## src/rtl/mchk_pkg.sv

```systemverilog
package mchk_pkg;

  localparam int unsigned NUM_GRP = 3;
  localparam int unsigned GRP_CTL = 0;
  localparam int unsigned GRP_EARLY = 1;
  localparam int unsigned GRP_LATE = 2;

  // strobes from the control into the latch datapath
  typedef struct packed {
    logic [NUM_GRP-1:0] setSum;
    logic clrChk;
    logic setStatus;
    logic clrStatus;
    logic setHard;
    logic clrHard;
    logic setPend;
    logic clrPend;
    logic logPulse;
  } mchk_strobe_t;

  // registered state fed back to the control
  typedef struct packed {
    logic [NUM_GRP-1:0] sum;
    logic master;
    logic errStatus;
    logic hardStop;
    logic pend;
    logic stopClk;
  } mchk_state_t;

endpackage

```

## src/rtl/mchk_ctrl.sv

```systemverilog
module mchk_ctrl
  import mchk_pkg::*;
#(
  parameter int unsigned CTL_W = 4,
  parameter int unsigned EARLY_W = 3,
  parameter int unsigned LATE_W = 5,
  parameter int unsigned FLD_B_W = 3,
  parameter int unsigned FLD_D_W = 2,
  parameter int unsigned FLD_R_W = 3,
  parameter int unsigned LOG_B = 2,
  parameter int unsigned STOP_B = 5,
  parameter int unsigned CMD_D = 3,
  parameter int unsigned RSTERR_R = 6
) (
  input  logic               clk,
  input  logic               sysReset,
  input  logic [CTL_W-1:0]   ctlChecks,
  input  logic [EARLY_W-1:0] earlyChecks,
  input  logic [LATE_W-1:0]  lateChecks,
  input  logic [FLD_B_W-1:0] fldB,
  input  logic [FLD_D_W-1:0] fldD,
  input  logic [FLD_R_W-1:0] fldR,
  input  logic               manualStat,
  input  logic               errEnable,
  input  logic               checkResetBtn,
  input  logic               logStartClk,
  input  mchk_state_t        st,
  output mchk_strobe_t       strb,
  output logic               csInhibit
);

  localparam logic [FLD_B_W-1:0] LOG_CODE  = FLD_B_W'(LOG_B);
  localparam logic [FLD_B_W-1:0] STOP_CODE = FLD_B_W'(STOP_B);
  localparam logic [FLD_D_W-1:0] CMD_CODE  = FLD_D_W'(CMD_D);
  localparam logic [FLD_R_W-1:0] RST_CODE  = FLD_R_W'(RSTERR_R);

  logic [NUM_GRP-1:0] grpHit;
  logic logCmd, stopCmd, resetErrCmd, running;
  logic errRst, chkRst, anyLatch, newErr, logTrig, hardTrig;

  assign grpHit[GRP_CTL]   = |ctlChecks;
  assign grpHit[GRP_EARLY] = |earlyChecks;
  assign grpHit[GRP_LATE]  = |lateChecks;

  assign logCmd  = (fldB == LOG_CODE)  && (fldD == CMD_CODE);
  assign stopCmd = (fldB == STOP_CODE) && (fldD == CMD_CODE);
  assign running = !st.stopClk;
  assign resetErrCmd = (fldR == RST_CODE) && manualStat && running;

  assign errRst   = sysReset | checkResetBtn | resetErrCmd;
  assign chkRst   = errRst | logStartClk;
  assign anyLatch = |st.sum;
  assign newErr   = (|grpHit) && !anyLatch;

  assign logTrig  = errEnable && !sysReset && !st.errStatus && !st.hardStop &&
                    (logCmd || st.pend || newErr);
  assign hardTrig = errEnable && !sysReset &&
                    ((st.errStatus && newErr) || stopCmd);

  always_comb begin
    strb = '0;
    strb.setSum[GRP_CTL]   = grpHit[GRP_CTL] | (logCmd & !errEnable);
    strb.setSum[GRP_EARLY] = grpHit[GRP_EARLY] | stopCmd;
    strb.setSum[GRP_LATE]  = grpHit[GRP_LATE];
    strb.clrChk    = chkRst;
    strb.setStatus = sysReset | logTrig;
    strb.clrStatus = resetErrCmd;
    strb.setHard   = hardTrig;
    strb.clrHard   = errRst;
    strb.setPend   = logCmd & !errEnable;
    strb.clrPend   = logTrig | chkRst;
    strb.logPulse  = logTrig;
  end

  assign csInhibit = errEnable &&
                     (grpHit[GRP_CTL] || grpHit[GRP_EARLY] || stopCmd ||
                      st.sum[GRP_CTL] || st.sum[GRP_EARLY]);

  // with the clock halted only reset, the button or log clock start clear the latches
  assert_reset_err_gated_R11: assert property (@(posedge clk) disable iff (sysReset)
    (st.stopClk && !checkResetBtn && !logStartClk) |-> !strb.clrChk);

endmodule

```

## src/rtl/mchk_latches.sv

```systemverilog
module mchk_latches
  import mchk_pkg::*;
(
  input  logic               clk,
  input  logic               sysReset,
  input  logic               errEnable,
  input  mchk_strobe_t       strb,
  output logic [NUM_GRP-1:0] sumLatch,
  output logic               master,
  output logic               errStatus,
  output logic               hardStop,
  output logic               pend,
  output logic               logReq,
  output logic               stopClk
);

  logic anyLatch;

  for (genvar g = 0; g < NUM_GRP; g++) begin : g_sum
    always_ff @(posedge clk) begin
      if (strb.clrChk) sumLatch[g] <= 1'b0;
      else if (strb.setSum[g]) sumLatch[g] <= 1'b1;
    end

    // a summary latch holds until a check-latch reset
    assert_sum_hold_R1: assert property (@(posedge clk) disable iff (sysReset)
      (sumLatch[g] && !strb.clrChk) |=> sumLatch[g]);
  end

  assign anyLatch = |sumLatch;

  always_ff @(posedge clk) begin
    if (strb.clrChk) master <= 1'b0;
    else if (anyLatch) master <= 1'b1;
  end

  always_ff @(posedge clk) begin
    if (strb.setStatus) errStatus <= 1'b1;
    else if (strb.clrStatus) errStatus <= 1'b0;
  end

  always_ff @(posedge clk) begin
    if (strb.clrHard) hardStop <= 1'b0;
    else if (strb.setHard) hardStop <= 1'b1;
  end

  always_ff @(posedge clk) begin
    if (strb.clrPend) pend <= 1'b0;
    else if (strb.setPend) pend <= 1'b1;
  end

  always_ff @(posedge clk) logReq <= strb.logPulse;

  assign stopClk = errEnable & anyLatch;

  // a check-latch reset empties every summary and master latch
  assert_reset_wins_R12: assert property (@(posedge clk) disable iff (sysReset)
    strb.clrChk |=> (sumLatch == '0) && !master);

  // master follows any summary latch one edge later
  assert_master_follows_R3: assert property (@(posedge clk) disable iff (sysReset)
    (anyLatch && !strb.clrChk) |=> master);

  // error status only falls through the reset-errors command
  assert_status_sticky_R8: assert property (@(posedge clk) disable iff (sysReset)
    (errStatus && !strb.clrStatus) |=> errStatus);

  // every log-out request comes with the status flag set
  assert_log_marks_status_R5: assert property (@(posedge clk) disable iff (sysReset)
    logReq |-> errStatus);

endmodule

```

## src/rtl/mchk_collector.sv

```systemverilog
module mchk_collector
  import mchk_pkg::*;
#(
  parameter int unsigned CTL_W = 4,
  parameter int unsigned EARLY_W = 3,
  parameter int unsigned LATE_W = 5,
  parameter int unsigned FLD_B_W = 3,
  parameter int unsigned FLD_D_W = 2,
  parameter int unsigned FLD_R_W = 3,
  parameter int unsigned LOG_B = 2,
  parameter int unsigned STOP_B = 5,
  parameter int unsigned CMD_D = 3,
  parameter int unsigned RSTERR_R = 6
) (
  input  logic               clk,
  input  logic               sysReset,
  input  logic [CTL_W-1:0]   ctlChecks,
  input  logic [EARLY_W-1:0] earlyChecks,
  input  logic [LATE_W-1:0]  lateChecks,
  input  logic [FLD_B_W-1:0] fldB,
  input  logic [FLD_D_W-1:0] fldD,
  input  logic [FLD_R_W-1:0] fldR,
  input  logic               manualStat,
  input  logic               errEnable,
  input  logic               checkResetBtn,
  input  logic               logStartClk,
  output logic               stopClk,
  output logic               csInhibit,
  output logic               logReq,
  output logic               hardStop,
  output logic               ctlLatch,
  output logic               earlyLatch,
  output logic               lateLatch,
  output logic               masterLatch,
  output logic               errStatus
);

  mchk_strobe_t strb;
  mchk_state_t  st;
  logic [NUM_GRP-1:0] sumLatch;
  logic pend;

  assign st.sum       = sumLatch;
  assign st.master    = masterLatch;
  assign st.errStatus = errStatus;
  assign st.hardStop  = hardStop;
  assign st.pend      = pend;
  assign st.stopClk   = stopClk;

  mchk_ctrl #(
    .CTL_W(CTL_W), .EARLY_W(EARLY_W), .LATE_W(LATE_W),
    .FLD_B_W(FLD_B_W), .FLD_D_W(FLD_D_W), .FLD_R_W(FLD_R_W),
    .LOG_B(LOG_B), .STOP_B(STOP_B), .CMD_D(CMD_D), .RSTERR_R(RSTERR_R)
  ) u_ctrl (
    .clk(clk), .sysReset(sysReset),
    .ctlChecks(ctlChecks), .earlyChecks(earlyChecks), .lateChecks(lateChecks),
    .fldB(fldB), .fldD(fldD), .fldR(fldR), .manualStat(manualStat),
    .errEnable(errEnable), .checkResetBtn(checkResetBtn), .logStartClk(logStartClk),
    .st(st), .strb(strb), .csInhibit(csInhibit)
  );

  mchk_latches u_latches (
    .clk(clk), .sysReset(sysReset), .errEnable(errEnable), .strb(strb),
    .sumLatch(sumLatch), .master(masterLatch), .errStatus(errStatus),
    .hardStop(hardStop), .pend(pend), .logReq(logReq), .stopClk(stopClk)
  );

  assign ctlLatch   = sumLatch[GRP_CTL];
  assign earlyLatch = sumLatch[GRP_EARLY];
  assign lateLatch  = sumLatch[GRP_LATE];

endmodule

```

## config.mk

```make
export PLATFORM = sky130hd
export DESIGN_NAME = mchk_collector
export DESIGN_NICKNAME = d
export VERILOG_FILES = /design/src/rtl/mchk_pkg.sv /design/src/rtl/mchk_ctrl.sv /design/src/rtl/mchk_latches.sv /design/src/rtl/mchk_collector.sv
export SDC_FILE = /design/constraint.sdc
export NUM_CORES = 1
export LEC_CHECK = 0
export ABC_AREA = 1
export BUFFER_PORTS_ARGS = -buffer_cell sky130_fd_sc_hd__buf_2
export CAP_MARGIN = 20
export CORE_MARGIN = 2
export CORE_UTILIZATION = 39
export CTS_BUF_LIST = sky130_fd_sc_hd__clkbuf_4 sky130_fd_sc_hd__clkbuf_8 sky130_fd_sc_hd__clkbuf_16
export DETAILED_ROUTE_END_ITERATION = 10
export HOLD_SLACK_MARGIN = 0.02
export MAX_ROUTING_LAYER = met4
export PLACE_DENSITY = 0.76
export SLEW_MARGIN = 20
export SYNTH_ARGS = -nofsm -noshare
export SYNTH_HDL_FRONTEND = slang
export SYNTH_HIERARCHICAL = 1
export SYNTH_SLANG_ARGS = --single-unit
```

## constraint.sdc

```tcl
create_clock -name clk -period 1.7 [get_ports clk]
set_input_delay 0.17 -clock clk [delete_from_list [all_inputs] [get_ports clk]]
set_output_delay 0.17 -clock clk [all_outputs]
set_load 0.05 [all_outputs]
```

-- Yosys cells after proc, flatten, opt, wreduce, memory -nomap -nowiden
Cells that the tools add are included.
- logic and storage cells: 51
- bits of input ports: 26
- flip-flop bits (word level): 8
- output and inout port bits: 9
- reductions and logical operators: 30
- equal/unequal tests: 4
- bitwise gates (word level): 9
- operators with widths (cell ; count):
    1-bit logical AND ; 12
    12-bit OR reduction ; 1
    1-bit logical OR ; 7
    1-bit OR ; 7
    3-bit == test, second input constant ; 2
    1-bit zero test ; 6
    3-bit OR reduction ; 2
    5-bit OR reduction ; 1
    4-bit OR reduction ; 1
    3-bit by 2-bit == test with 1-bit output, second input constant ; 1
    1-bit AND ; 2
    2-bit == test, second input constant ; 1

-- Depth between registers and ports, before layout
- depth in word-level cells: 7
- gate-level depth with buffers: 11
- mapped depth without buffers: 10

-- By module
Netlist, hierarchy kept.
- modules (own cells, without submodules) (module ; cells each ; area each (sq um) ; times used):
    mchk_ctrl ; 55 ; 266.5 ; 1
    mchk_latches ; 28 ; 246.5 ; 1

-- Least setup slack after synthesis
OpenSTA, ideal clock, no wires.
- path type: flip-flop to flip-flop
- start point: register u_latches.sumLatch[2]
- end point: register u_latches.master
- slack: -1.051 ns
- data arrival time: 2.695 ns
- path buffers: 1
- clock period less this slack: 2.751 ns
- stages on the path, launching flop included: 12
- cell sequence: dfxtp_1 inv_1 a21boi_0 nor2_1 nand3_1 nand2_2 nor2_2 inv_1 buf_4 inv_1 nand2_1 inv_1
- cells in the longest elaborated chain, start to end: 6
- ends and longest elaborated chain (item ; RTL line ; RTL):
    from (decl) ; mchk_latches.sv:8 ; output logic [NUM_GRP-1:0] sumLatch,
    from (signal, indexed assignment) ; mchk_latches.sv:21 ; if (strb.clrChk) sumLatch[g] <= 1'b0;
    from (signal, indexed assignment) ; mchk_latches.sv:22 ; else if (strb.setSum[g]) sumLatch[g] <= 1'b1;
    3-bit OR reduction ; mchk_latches.sv:30 ; assign anyLatch = |sumLatch;
    1-bit AND ; mchk_latches.sv:54 ; assign stopClk = errEnable & anyLatch;
    via stopClk ; mchk_collector.sv:27 ; output logic stopClk,
    1-bit zero test ; mchk_ctrl.sv:47 ; assign running = !st.stopClk;
    1-bit logical AND ; mchk_ctrl.sv:48 ; assign resetErrCmd = (fldR == RST_CODE) && manualStat && running;
    1-bit OR ; mchk_ctrl.sv:50 ; assign errRst = sysReset | checkResetBtn | resetErrCmd;
    via u_ctrl.errRst ; mchk_ctrl.sv:39 ; logic errRst, chkRst, anyLatch, newErr, logTrig, hardTrig;
    1-bit OR ; mchk_ctrl.sv:51 ; assign chkRst = errRst | logStartClk;
    via u_ctrl.chkRst ; mchk_ctrl.sv:39 ;
    to (signal assigned) ; mchk_latches.sv:33 ; if (strb.clrChk) master <= 1'b0;
    to (signal assigned) ; mchk_latches.sv:34 ; else if (anyLatch) master <= 1'b1;
    to (decl) ; mchk_latches.sv:9 ; output logic master,
The timed path passes the listed nets, and every way through them passes these cells.
A chain may end at the register's enable or synchronous reset.

-- Worst setup path after layout
- start point: register u_latches.sumLatch[0]
- end point: output port stopClk
- cells in the longest elaborated chain, start to end: 2
- ends and longest elaborated chain (item ; RTL line):
    3-bit OR reduction ; mchk_latches.sv:30
    1-bit AND ; mchk_latches.sv:54
    to (decl) ; mchk_collector.sv:27
Every way passes these cells.

==> impl_metrics.env <==
export IMPL_die_h_um=40.27
export IMPL_crit_arrival_ps=1110
export IMPL_dieArea_um2=1621
export IMPL_synth_common_cells="nor2_1 (20), inv_1 (17), nand2_1 (10), dfxtp_1 (8)"
export IMPL_syn_num_nets=109
export IMPL_netlist_area_um2=513.0
export IMPL_cpPeakStageDelay_ps=370
export IMPL_slew_viol_final=0
export IMPL_cts_tree="yes"
export IMPL_wl_met3_um=70
export IMPL_synth_ff_type="dfxtp_1"
export IMPL_clock_sinks=8
export IMPL_syn_area_per_cell_um2=6.181
export IMPL_grt_pass1_wl_um=1752
export IMPL_fin_crit_sh=0.7540
export IMPL_max_freq_ghz=0.7801
export IMPL_irDropWorstVdd_v=0.0003710
export IMPL_synth_area_leaders="dfxtp_1 (31%), nor2_1 (15%), inv_1 (12%)"
export IMPL_drcViolationCount=0
export IMPL_holdBufCountCts=0
export IMPL_finalHoldViolations=0
export IMPL_crit_path_end_kind="output port"
export IMPL_place_gp_congestion=0.8074
export IMPL_synth_top_area_frac=0.3122
export IMPL_setup_viol=0
export IMPL_internal_power_w=0.0003203
export IMPL_initial_utilization=0.4043
export IMPL_layout_nets=143
export IMPL_top_layer="met4"
export IMPL_root_buffer="clkbuf_4"
export IMPL_drtIter0Drc=15
export IMPL_boundaryPins=35
export IMPL_power_leakage_nw=0.4311
export IMPL_gr_total_overflow=0
export IMPL_grt_total_usage=0.1733
export IMPL_clock_latency_ps=250
export IMPL_hpwlAfterDp_um=988.7
export IMPL_yosysWarnings=6
export IMPL_io_buffers=34
export IMPL_grt_pass1_vias=490
export IMPL_rows=13
export IMPL_worstReg2RegStart="u_latches/sumLatch[1]"
export IMPL_vias_per_cell=4.538
export IMPL_yosysMostFrequentCell="nor2_1"
export IMPL_die_width_um=40.27
export IMPL_cts_repair_resized=0
export IMPL_routed_wl_um=1160
export IMPL_power_density_nw_per_um2=650.7
export IMPL_cts_max_level=1
export IMPL_async_flop_share=0
export IMPL_tightestPinTransition_ps=233.6
export IMPL_clkPwrFrac=0.311
export IMPL_drt_wirelength_per_cell_um=8.923
export IMPL_num_vias=590
export IMPL_crit_type="flop to output port"
export IMPL_switchingPower_w=0.0001365
export IMPL_switching_share=0.2988
export IMPL_rsz0062_at_grt="no"
export IMPL_min_period_ps=1282
export IMPL_antenna_found_initial=0
export IMPL_syn_inst=83
export IMPL_wl_met1_um=464
export IMPL_cts_max_path_buffers=2
export IMPL_clk_pin_slew_ps=50
export IMPL_outcome="completed"
export IMPL_layout_drive_gt1_share=0.4348
export IMPL_yosysSeqAreaShare=0.3122
export IMPL_worstPathCellList="nor2_2, a21boi_4, buf_2"
export IMPL_r2r_end="u_latches/master"
export IMPL_slew_headroom=0.8431
export IMPL_crit_family="flip-flops"
export IMPL_yosys_area_top_type="dfxtp_1"
export IMPL_detail_route_antenna_nets=0
export IMPL_p_comb_frac=0.252
export IMPL_placed_area_um2=679.4
export IMPL_r2r_cells=10
export IMPL_synth_cell_types=17
export IMPL_synth_edf_count=0
export IMPL_crit_start="u_latches/sumLatch[0]"
export IMPL_startpoint_type="flop"
export IMPL_critPathBufInv=1
export IMPL_fin_skew_ps=0.8363
export IMPL_setup_tns_ps=0
export IMPL_required_ps=1530
export IMPL_ff2ff_setup_slack_ps=440
export IMPL_wl_met2_um=619
export IMPL_hold_class="primary input to flop"
export IMPL_core_um2=1269
export IMPL_crit_cells=3
export IMPL_worstHoldStart="logStartClk"
export IMPL_fill_cells=135
export IMPL_cp_endpoint="stopClk"
export IMPL_grt_max_degree=6
export IMPL_cpMaxStageDelayCell="dfxtp_2"
export IMPL_cap_violations=0
export IMPL_path_max_fanout=5
export IMPL_antenna_cells=0
export IMPL_synth_seq_cells=8
export IMPL_post_cts_buffers=0
export IMPL_area_growth_pct=36.83
export IMPL_cts_buffers=3
export IMPL_stdcell_area_um2=701.9
export IMPL_firstDrtPassIters=4
export IMPL_seq_power_share=0.437
## registers in the layout, summed over array words and instances, names as in the netlist
signal,cells
u_latches/errStatus,1
u_latches/hardStop,1
u_latches/pend,1
u_latches/master,1
u_latches/sumLatch,3
u_latches/logReq,1
## stage by stage
step	setup slack, ps	power, W	hold WS (ps)	cells	util
after floorplan	8.071	0.0002809	325.4	83	-
after global placement	477.0	0.0003161	457.9	127	0.5355
after detailed placement	435.8	0.0003190	446.1	127	0.5355
after CTS	404.9	0.0004654	181.7	130	0.5533
after global routing	341.1	0.0004843	184.5	130	0.5533
final	418.2	0.0004567	193.4	130	0.5533
## how the worst min path moves through the flow
stage                           endpoint  slack, ps  cells after the start
after floorplan           u_latches/pend        330                      3
after global placement    u_latches/pend        460                      4
after detailed placement  u_latches/pend        450                      4
after CTS                 u_latches/pend        180                      4
after global routing      u_latches/pend        180                      4
final                     u_latches/pend        190                      4
## worst reg2reg max path, delay by kind of cell (launching register included)
family                 cells  cell delay, ps
flip-flops                 1             340
AND/OR/NAND/NOR            6             570
AO/OA/AOI/OAI              1              70
buffers and inverters      3             180
## cell type report
type                            count  area, µm²  share of cell area
Clock buffer                        3      22.52             0.03209
Inverter                           18      67.56             0.09626
Multi-Input combinational cell     52      259.0              0.3690
Sequential cell                     8      163.9              0.2335
Tap cell                           15      18.77             0.02674
Timing Repair Buffer               34      170.2              0.2424
## cells by family (layout without fill, tap and decap cells)
family / Yosys count / after routing / synth area share
AOI/OAI and AO/OA: 5 / 5 / 0.06341
buffers and inverters: 23 / 55 / 0.2049
and+or+nand+nor: 47 / 47 / 0.4195
DFF: 8 / 8 / 0.3122
## power by group through the flow
| stage | combinational (W) | sequential (W) | clock [W] |
|---|---|---|---|
| final | 0.000115 | 0.000200 | 0.000142 |
| after detailed placement | 0.000115 | 0.000204 | 0 |
| after CTS | 0.000116 | 0.000200 | 0.000150 |
| after global routing | 0.000126 | 0.000201 | 0.000158 |
| after floorplan | 0.0000590 | 0.000222 | 0 |
| after global placement | 0.000113 | 0.000203 | 0 |
## routing by layer
layer,track usage,up-vias
li1,-,310
met1,0.1700,261
met2,0.3024,17
met3,0.08333,2
met4,0.05000,0
met5,-,-
## placed cells by master, fill, tap and decap left out
cell and count:
nand2_1 10, nor3_1 1, clkbuf_4 3, inv_1 17
nor3_2 1, nand3_1 5, inv_2 1, dfxtp_2 3
a21oi_1 1, nor2_2 4, buf_2 34, dfxtp_1 5
nor2_1 20, o21bai_1 1, a21boi_4 1, or2_1 2
a31oi_1 2, nand4_1 1, nand2_2 3
(Power assumes the default switching activity.)
